### src/rtl/abm_pkg.sv
package abm_pkg;
    parameter int ADDR_W = 16;
    parameter int BANK_W = 8;
    localparam int PHYS_W = ADDR_W + BANK_W;

    localparam logic [ADDR_W-1:0] LOWPAGE_END = 16'h0200;
    localparam logic [ADDR_W-1:0] IO_BASE     = 16'hC000;
    localparam logic [3:0]        IO_NIB      = 4'hC;
    localparam logic [3:0]        LC4K_NIB    = 4'hD;
    localparam logic [ADDR_W-1:0] SW_BASE     = IO_BASE;
    localparam int                SW_LAST     = 8;

    typedef enum logic [2:0] {
        RG_LOWPAGE,
        RG_MAIN48,
        RG_IO,
        RG_LC4K,
        RG_LC12K
    } region_e;

    typedef struct packed {
        logic              rd_aux;
        logic              wr_aux;
        logic              card_aux;
        logic              lc_alt;
        logic [BANK_W-1:0] bank;
    } sw_t;
endpackage

### src/rtl/abm_switch_regs.sv
module abm_switch_regs
    import abm_pkg::*;
(
    input  logic              clk,
    input  logic              rst_n,
    input  logic              wr_stb,
    input  logic [ADDR_W-1:0] addr,
    input  logic [BANK_W-1:0] wdata,
    output sw_t               sw_q
);
    localparam int OFS_W = 4;

    logic              hit;
    logic [OFS_W-1:0]  ofs;
    sw_t               sw_d;

    assign ofs = addr[OFS_W-1:0];
    assign hit = wr_stb && (addr[ADDR_W-1:OFS_W] == SW_BASE[ADDR_W-1:OFS_W])
                 && (int'(ofs) <= SW_LAST);

    always_comb begin
        sw_d = sw_q;
        if (hit) begin
            case (ofs)
                4'h0: sw_d.rd_aux   = 1'b0;
                4'h1: sw_d.rd_aux   = 1'b1;
                4'h2: sw_d.wr_aux   = 1'b0;
                4'h3: sw_d.wr_aux   = 1'b1;
                4'h4: sw_d.card_aux = 1'b0;
                4'h5: sw_d.card_aux = 1'b1;
                4'h6: sw_d.lc_alt   = 1'b0;
                4'h7: sw_d.lc_alt   = 1'b1;
                4'h8: sw_d.bank     = wdata;
                default: sw_d = sw_q;
            endcase
        end
    end

    always_ff @(posedge clk or negedge rst_n) begin
        if (!rst_n) begin
            sw_q <= '0;
        end else begin
            sw_q <= sw_d;
        end
    end
endmodule

### src/rtl/abm_region_decode.sv
module abm_region_decode
    import abm_pkg::*;
(
    input  logic [ADDR_W-1:0] addr,
    output region_e           region
);
    always_comb begin
        if (addr < LOWPAGE_END) begin
            region = RG_LOWPAGE;
        end else if (addr < IO_BASE) begin
            region = RG_MAIN48;
        end else begin
            case (addr[ADDR_W-1:ADDR_W-4])
                IO_NIB:   region = RG_IO;
                LC4K_NIB: region = RG_LC4K;
                default:  region = RG_LC12K;
            endcase
        end
    end
endmodule

### src/rtl/abm_translate.sv
module abm_translate
    import abm_pkg::*;
(
    input  region_e           region,
    input  logic [ADDR_W-1:0] addr,
    input  logic              we,
    input  sw_t               sw,
    output logic [PHYS_W-1:0] phys,
    output logic              aux,
    output logic              io
);
    logic [ADDR_W-1:0] ofs;

    always_comb begin
        ofs = addr;
        aux = 1'b0;
        io  = 1'b0;
        unique case (region)
            RG_LOWPAGE: aux = sw.card_aux;
            RG_MAIN48:  aux = we ? sw.wr_aux : sw.rd_aux;
            RG_IO:      io  = 1'b1;
            RG_LC4K: begin
                aux = sw.card_aux;
                if (sw.lc_alt) ofs = {IO_NIB, addr[ADDR_W-5:0]};
            end
            RG_LC12K:   aux = sw.card_aux;
            default:    aux = 1'b0;
        endcase
        phys = {(aux ? sw.bank : {BANK_W{1'b0}}), ofs};
    end
endmodule

### src/rtl/aux_bank_mapper.sv
module aux_bank_mapper
    import abm_pkg::*;
(
    input  logic              clk,
    input  logic              rst_n,
    input  logic              cpu_valid,
    input  logic              cpu_we,
    input  logic [15:0]       cpu_addr,
    input  logic [7:0]        cpu_wdata,
    output logic [23:0]       mem_addr,
    output logic              mem_aux,
    output logic              mem_io
);
    sw_t     sw_q;
    region_e region;

    abm_switch_regs u_sw (
        .clk    (clk),
        .rst_n  (rst_n),
        .wr_stb (cpu_valid && cpu_we),
        .addr   (cpu_addr),
        .wdata  (cpu_wdata),
        .sw_q   (sw_q)
    );

    abm_region_decode u_dec (
        .addr   (cpu_addr),
        .region (region)
    );

    abm_translate u_xl (
        .region (region),
        .addr   (cpu_addr),
        .we     (cpu_we),
        .sw     (sw_q),
        .phys   (mem_addr),
        .aux    (mem_aux),
        .io     (mem_io)
    );
endmodule

### config.mk
export PLATFORM = sky130hd
export DESIGN_NAME = aux_bank_mapper
export DESIGN_NICKNAME = d
export VERILOG_FILES = /design/src/rtl/abm_pkg.sv /design/src/rtl/abm_switch_regs.sv /design/src/rtl/abm_region_decode.sv /design/src/rtl/abm_translate.sv /design/src/rtl/aux_bank_mapper.sv
export SDC_FILE = /design/constraint.sdc
export NUM_CORES = 1
export LEC_CHECK = 0
export BUFFER_PORTS_ARGS = -buffer_cell sky130_fd_sc_hd__buf_2
export CAP_MARGIN = 20
export CELL_PAD_IN_SITES_DETAIL_PLACEMENT = 0
export CELL_PAD_IN_SITES_GLOBAL_PLACEMENT = 1
export CORE_AREA = 4 4 59 61
export DETAILED_ROUTE_END_ITERATION = 8
export DIE_AREA = 0 0 63 65
export GPL_TIMING_DRIVEN = 0
export PLACE_DENSITY_LB_ADDON = 0.1
export SYNTH_ARGS = -nofsm -noshare
export SYNTH_HDL_FRONTEND = slang
export SYNTH_HIERARCHICAL = 1
export SYNTH_SLANG_ARGS = --single-unit
### constraint.sdc
create_clock -name clk -period 1.7 [get_ports clk]
set_input_delay 0.085 -clock clk [delete_from_list [all_inputs] [get_ports clk]]
set_output_delay 0.085 -clock clk [all_outputs]
set_load 0.05 [all_outputs]
; Word-level counts from Yosys, hierarchy flattened
; Index checks and enable logic that the tools add are counted.
[word_totals]
output_inout_bits = 26
register_bits = 12
[classes]
n_reduce_logical = 15
muxes = 13
n_eq_ne = 15
order_cmp = 3
[op_table]
columns = operator, n
row1 = 2-to-1 mux 16 bit, 2
row2 = "equality test 4 x 3 -> 1 bit, second input constant", 4
row3 = "less-than comparator 16 x 10 -> 1 bit, second input constant", 1
row4 = "less-than comparator 16 bit, second input constant", 1
row5 = "equality test 12 bit, second input constant", 1
row6 = "equality test 4 bit, second input constant", 3
row7 = case mux 1 bit (2 select lines), 5
row8 = AND reduction 2 bit, 5
row9 = "equality test 4 x 2 -> 1 bit, second input constant", 2
row10 = 2-to-1 mux 8 bit, 1
row11 = nonzero test 2 bit, 4
row12 = "equality test 3 x 2 -> 1 bit, second input constant", 2
row13 = 2-to-1 mux 3 bit, 2
row14 = case mux 3 bit (2 select lines), 1
row15 = "equality test 4 x 1 -> 1 bit, second input constant", 1
row16 = "less-or-equal comparator 4 bit, second input constant", 1
row17 = zero test 4 bit, 1
row18 = "equality test 3 x 1 -> 1 bit, second input constant", 1
row19 = "equality test 3 bit, second input constant", 1
row20 = logical AND 1 bit, 3
row21 = zero test 3 bit, 1
row22 = OR reduction 3 bit, 1
row23 = 2-to-1 mux 1 bit, 2

; Depth between registers and ports, before layout
[logic_depth]
depth_word = 8
mapped_depth = 6
mapped_depth_nobuf = 6

; By module
; The synthesis kept the hierarchy.
[by_module_without_submodules]
columns = mod, instances, area_each_um2, seq_area_each_um2, cells_each
row1 = abm_switch_regs, 1, 525.5, 300.3, 35
row2 = abm_translate, 1, 249.0, 0.0, 33
row3 = abm_region_decode, 1, 43.8, 0.0, 7
row4 = aux_bank_mapper, 1, 6.3, 0.0, 1

; Worst setup path before layout
; No wires, ideal clock.
[synth_path]
path_kind = input port to output port
start = input cpu_addr[13]
end = output mem_io
stages = 4
path_slack_ns = -0.436
required_ns = 1.615
arrival_time_ns = 2.051
path_cell_list = or4_1 > nor4_2 > nor3_1 > nor3b_1
[synth_between]
elab_chain_cells = 6
[synth_lines]
columns = item, line
row1 = from (decl), aux_bank_mapper.sv:8  ; input logic [15:0] cpu_addr,
row2 = branches (longest 3 deep; another with less-than comparator 16 bit), --
row3 = 2-to-1 mux 3 bit *, abm_region_decode.sv:8  ; if (addr < LOWPAGE_END) begin
row4 = via region[0], aux_bank_mapper.sv:15  ; region_e region;
row5 = equality test 3 x 2 -> 1 bit *, abm_translate.sv:18  ; unique case (region)
row6 = 2-to-1 mux 1 bit *, abm_translate.sv:18
row7 = to (decl), aux_bank_mapper.sv:12  ; output logic mem_io
; Mark *: on every way through the listed nets, which the timed path passes.

; Final worst setup path
[layout_path]
start = input cpu_addr[13]
end = output mem_aux
[layout_between]
elab_chain_cells = 7
[layout_lines]
columns = item, line
row1 = branches (longest 3 deep; another with less-than comparator 16 bit), --
row2 = 2-to-1 mux 3 bit *, abm_region_decode.sv:8
row3 = via region[0], aux_bank_mapper.sv:15
row4 = equality test 3 bit (tied with other cells), abm_translate.sv:18
row5 = OR reduction 3 bit (no source line), --
row6 = case mux 1 bit (2 select lines) *, abm_translate.sv:18
row7 = to (decl), aux_bank_mapper.sv:11  ; output logic mem_aux,
; Marks and branches as above.

==> metrics.log <==
[metrics] Inserted Clock Buffers: 3
[metrics] vertical die dimension: 65 µm
[metrics] uppermost metal layer occupied by signal nets: met3
[metrics] maximum VDD drop: 318 µV
[metrics] Regs by FF count: u_sw/sw_q: 12 flops
[metrics] RSZ-0062 raised after global routing: yes
[metrics] status: finished with violations
[metrics] area share of xor/xnor cells in the synthesized design: 0%
[metrics] H-Tree Level Count: 1
[metrics] area of the mapped netlist: 825 µm²
[metrics] standby leakage power: 0.000654 µW
[metrics] Switching Power: 223 µW
[metrics] Vias: 798
[metrics] area of the die: 4100 µm²
[metrics] Antenna Nets Post-Route: 0
[metrics] fraction of the mapped netlist area in adder cells: 0%
[metrics] minimum hold slack: 45.7 ps
[metrics] Critical R2R Launch: u_sw/sw_q[9]
[metrics] HPWL after detailed placement: 1680 µm
[metrics] Port Buffer Count: 53
[metrics] std cell rows: 20
[metrics] 1st-pass router iterations: 4
[metrics] cell chain of the critical path: buf_8 -> or4_4 -> nor4_4 -> nor3_4 -> and3b_2 -> o21ai_2 -> nand2_1 -> buf_2
[metrics] Area Growth Syn to Fin: 58.7%
[metrics] fmax: 0.560 GHz
[metrics] CTS clock-pin slew for the worst setup and hold paths: 80 ps
[metrics] CP endpoint kind: primary output
[metrics] most instantiated flip-flop cell in the synthesis netlist: dfrtp_1
[metrics] startpoint class of the critical path: input pin
[metrics] drt wl/cell: 12.4 µm
[metrics] total global routing overflow: 0
[metrics] slew of the pin with the lowest slew margin: 293 ps
[metrics] cell count after synthesis: 76
[metrics] global-route wire length before repair: 3460 µm
[metrics] Final Hold Violating Endpoints: 0
[metrics] net count after synthesis: 104
[metrics] latest clock arrival within the worst-skew pair: 260 ps
[metrics] WL met3: 151 µm
[metrics] Post-synth EDFFs: 0
[metrics] sequential area share after synthesis: 36.4%
[metrics] hold path startpoint: cpu_wdata[7]
[metrics] area of the core: 2980 µm²
[metrics] drt initial violations: 12
[metrics] final clock period utilization by the worst path: 105%
[metrics] Largest register FFs: 12
[metrics] dominant combinational cell family by area after synthesis: simple AND/OR/NAND/NOR gates
[metrics] Cell Pwr Density: 517 nW/µm²
[metrics] Routed met1 length: 934 µm
[metrics] share of synthesized registers carrying an async set or reset: 100%
[metrics] largest clock skew in the final design: 0 ps
[metrics] post-layout net count: 169
[metrics] gp weighted congestion: 0.670
[metrics] post-layout minimum cycle time: 1790 ps
[metrics] final count of pins violating max slew: 0
[metrics] starting density of the core: 27.7%
[metrics] mean cell area of the mapped netlist: 10.8 µm²
[metrics] all-layer global routing usage: 10.5%
[metrics] area share of the largest cell type after synthesis: 36.4%
[metrics] clock tree from TritonCTS: built
[metrics] number of unique standard cell types used by synthesis: 21
[metrics] Synthesis Warnings: 6
[metrics] failing checks: setup timing
[metrics] fraction of final layout cells sized beyond drive strength 1: 70.5%
[metrics] worst slack, placed: -291 ps
[metrics] number of sinks driven by the clock tree: 12
[metrics] Avg Vias per Cell: 4.64
[metrics] most repeated cell in the gate-level netlist after synthesis: mux2_2
[metrics] count of state elements after synthesis: 12
[metrics] clock network fraction of design power: 25.7%
[metrics] arrival time at the worst endpoint: 1700 ps
[metrics] top cells by area in the synthesized netlist: dfrtp_1 36%, mux2_2 18%, buf_4 11%, a21boi_1 7.3%, nor4b_1 4.2%
[metrics] sum of routed wire length over all layers: 2130 µm
[metrics] switching share of total power: 33.1%
[metrics] setup violation total in the final timing report: 9
[metrics] clock root buffer: clkbuf_4
[metrics] relative slew slack: 80.2%
[metrics] simple-gate share of the synthesized area: 25.6%
[metrics] worst path required time: 1620 ps
[metrics] post-synthesis mux area share: 17.8%
[metrics] Ant. Diodes: 0
[metrics] part of the power in registers: 42.2%
[metrics] met2 WL: 1050 µm
[metrics] internal power consumption: 453 µW
[metrics] Worst Path Class, Setup: input pin to primary output
[metrics] delay of the slowest critical-path stage: 530 ps
[metrics] Compound-Gate Fraction of Synth Area: 9.26%
[metrics] combinational share of power: 32.1%
[metrics] least setup slack across all paths after layout: -85.7 ps
[metrics] post-layout power: 676 µW
[metrics] CTS max path bufs: 2
[metrics] Slowest cell on crit path: or4_4
[metrics] worst hold-check path type: input pin to flip-flop
[metrics] count of max-cap constraint violations: 0
[metrics] horizontal die dimension: 63 µm
[metrics] vias in the first global route: 768
[metrics] biggest area consumer among synthesized cells: dfrtp_1
[metrics] IO Count: 54
[metrics] ranking of synthesized cells by instance count: 13 x mux2_2, 12 x buf_4, 12 x dfrtp_1
[metrics] Worst Path Max Fanout: 4
[metrics] beginning of the critical path: cpu_addr[13]
[metrics] count of fill cells added during filler insertion: 309
[metrics] initial antenna violation count: 0
[metrics] DRC viols: 0
[metrics] final setup TNS: -708 ps
[metrics] largest net degree at the start of global routing: 13
[metrics] register with the most flip-flops: u_sw/sw_q
[cell families (layout without fill, tap and decap cells)]
logic type / count (synthesis) / after routing
and+or+nand+nor: 30 / 30
muxes: 13 / 13
DFF: 12 / 12
buffers and inverters: 12 / 74
AOI/OAI and AO/OA: 9 / 10
[what timing repair did]
item / in CTS / in global routing
setup endpoints to repair: 11 / 21
endpoints found under the hold margin: 12 / 0
hold buffers: 1 / 0
resized for setup: 20 / 12
gates cloned: 1 / 0
pin swaps: 7 / 3
setup buffers: 3 / 2
[power by group through the flow]
stage	sequential, µW	clock [µW]	combinational (µW)
after detailed placement	291	0	188
after CTS	285	181	208
after global routing	285	193	231
after floorplan	291	0	117
final	285	174	217
after global placement	291	0	187
[area by class of cell]
type	count	area (µm²)	area share, %
buffer	12	90.1	6.88
clock buffer	3	22.5	1.72
multi-input combinational	53	478	36.5
sequential	12	300	22.9
tap	33	41.3	3.15
timing repair buffer	59	377	28.8
[through the flow]
step | area [µm²] | utilization, % | std cells
floorplan | 830 | - | 76
global placement | 1140 | 38.2 | 162
detailed placement | 1140 | 38.2 | 162
CTS | 1260 | 42.4 | 170
global route | 1310 | 43.9 | 172
finish | 1310 | 43.9 | 172
[critical path, delay by kind of cell]
family          cells  cell delay, ps
buf+inv             2             300
simple gates        5            1100
compound gates      1             200
[routing by layer]
layer,vias up,track usage (%)
met5,-,0
met2,31,19.1
met3,0,2.08
li1,399,-
met4,0,3.31
met1,368,12.2
[path summary, 6_finish.rpt]
| kind | endpoint | slack [ps] | cells after the start |
|---|---|---|---|
| setup / recovery | mem_aux | -90 | 8 |
| hold / removal | u_sw/sw_q[7] | 50 | 2 |
| setup reg to reg | u_sw/sw_q[9] | 880 | 1 |
| hold reg to reg | u_sw/sw_q[4] | 510 | 1 |
| max in group asynchronous | u_sw/sw_q[3] | 1270 | 2 |
| min in group asynchronous | u_sw/sw_q[4] | 220 | 2 |
[placed cells by master, fill, tap and decap left out, types with 3 or more instances in the layout]
master,netlist,final
a21boi_1,8,8
buf_2,0,38
buf_4,12,27
buf_6,0,3
clkbuf_4,0,3
dfrtp_1,12,12
mux2_2,13,13
nand2_1,3,3
nand2b_1,3,3
nor2_1,4,3
nor4b_1,4,4
(Power assumes the default switching activity.)
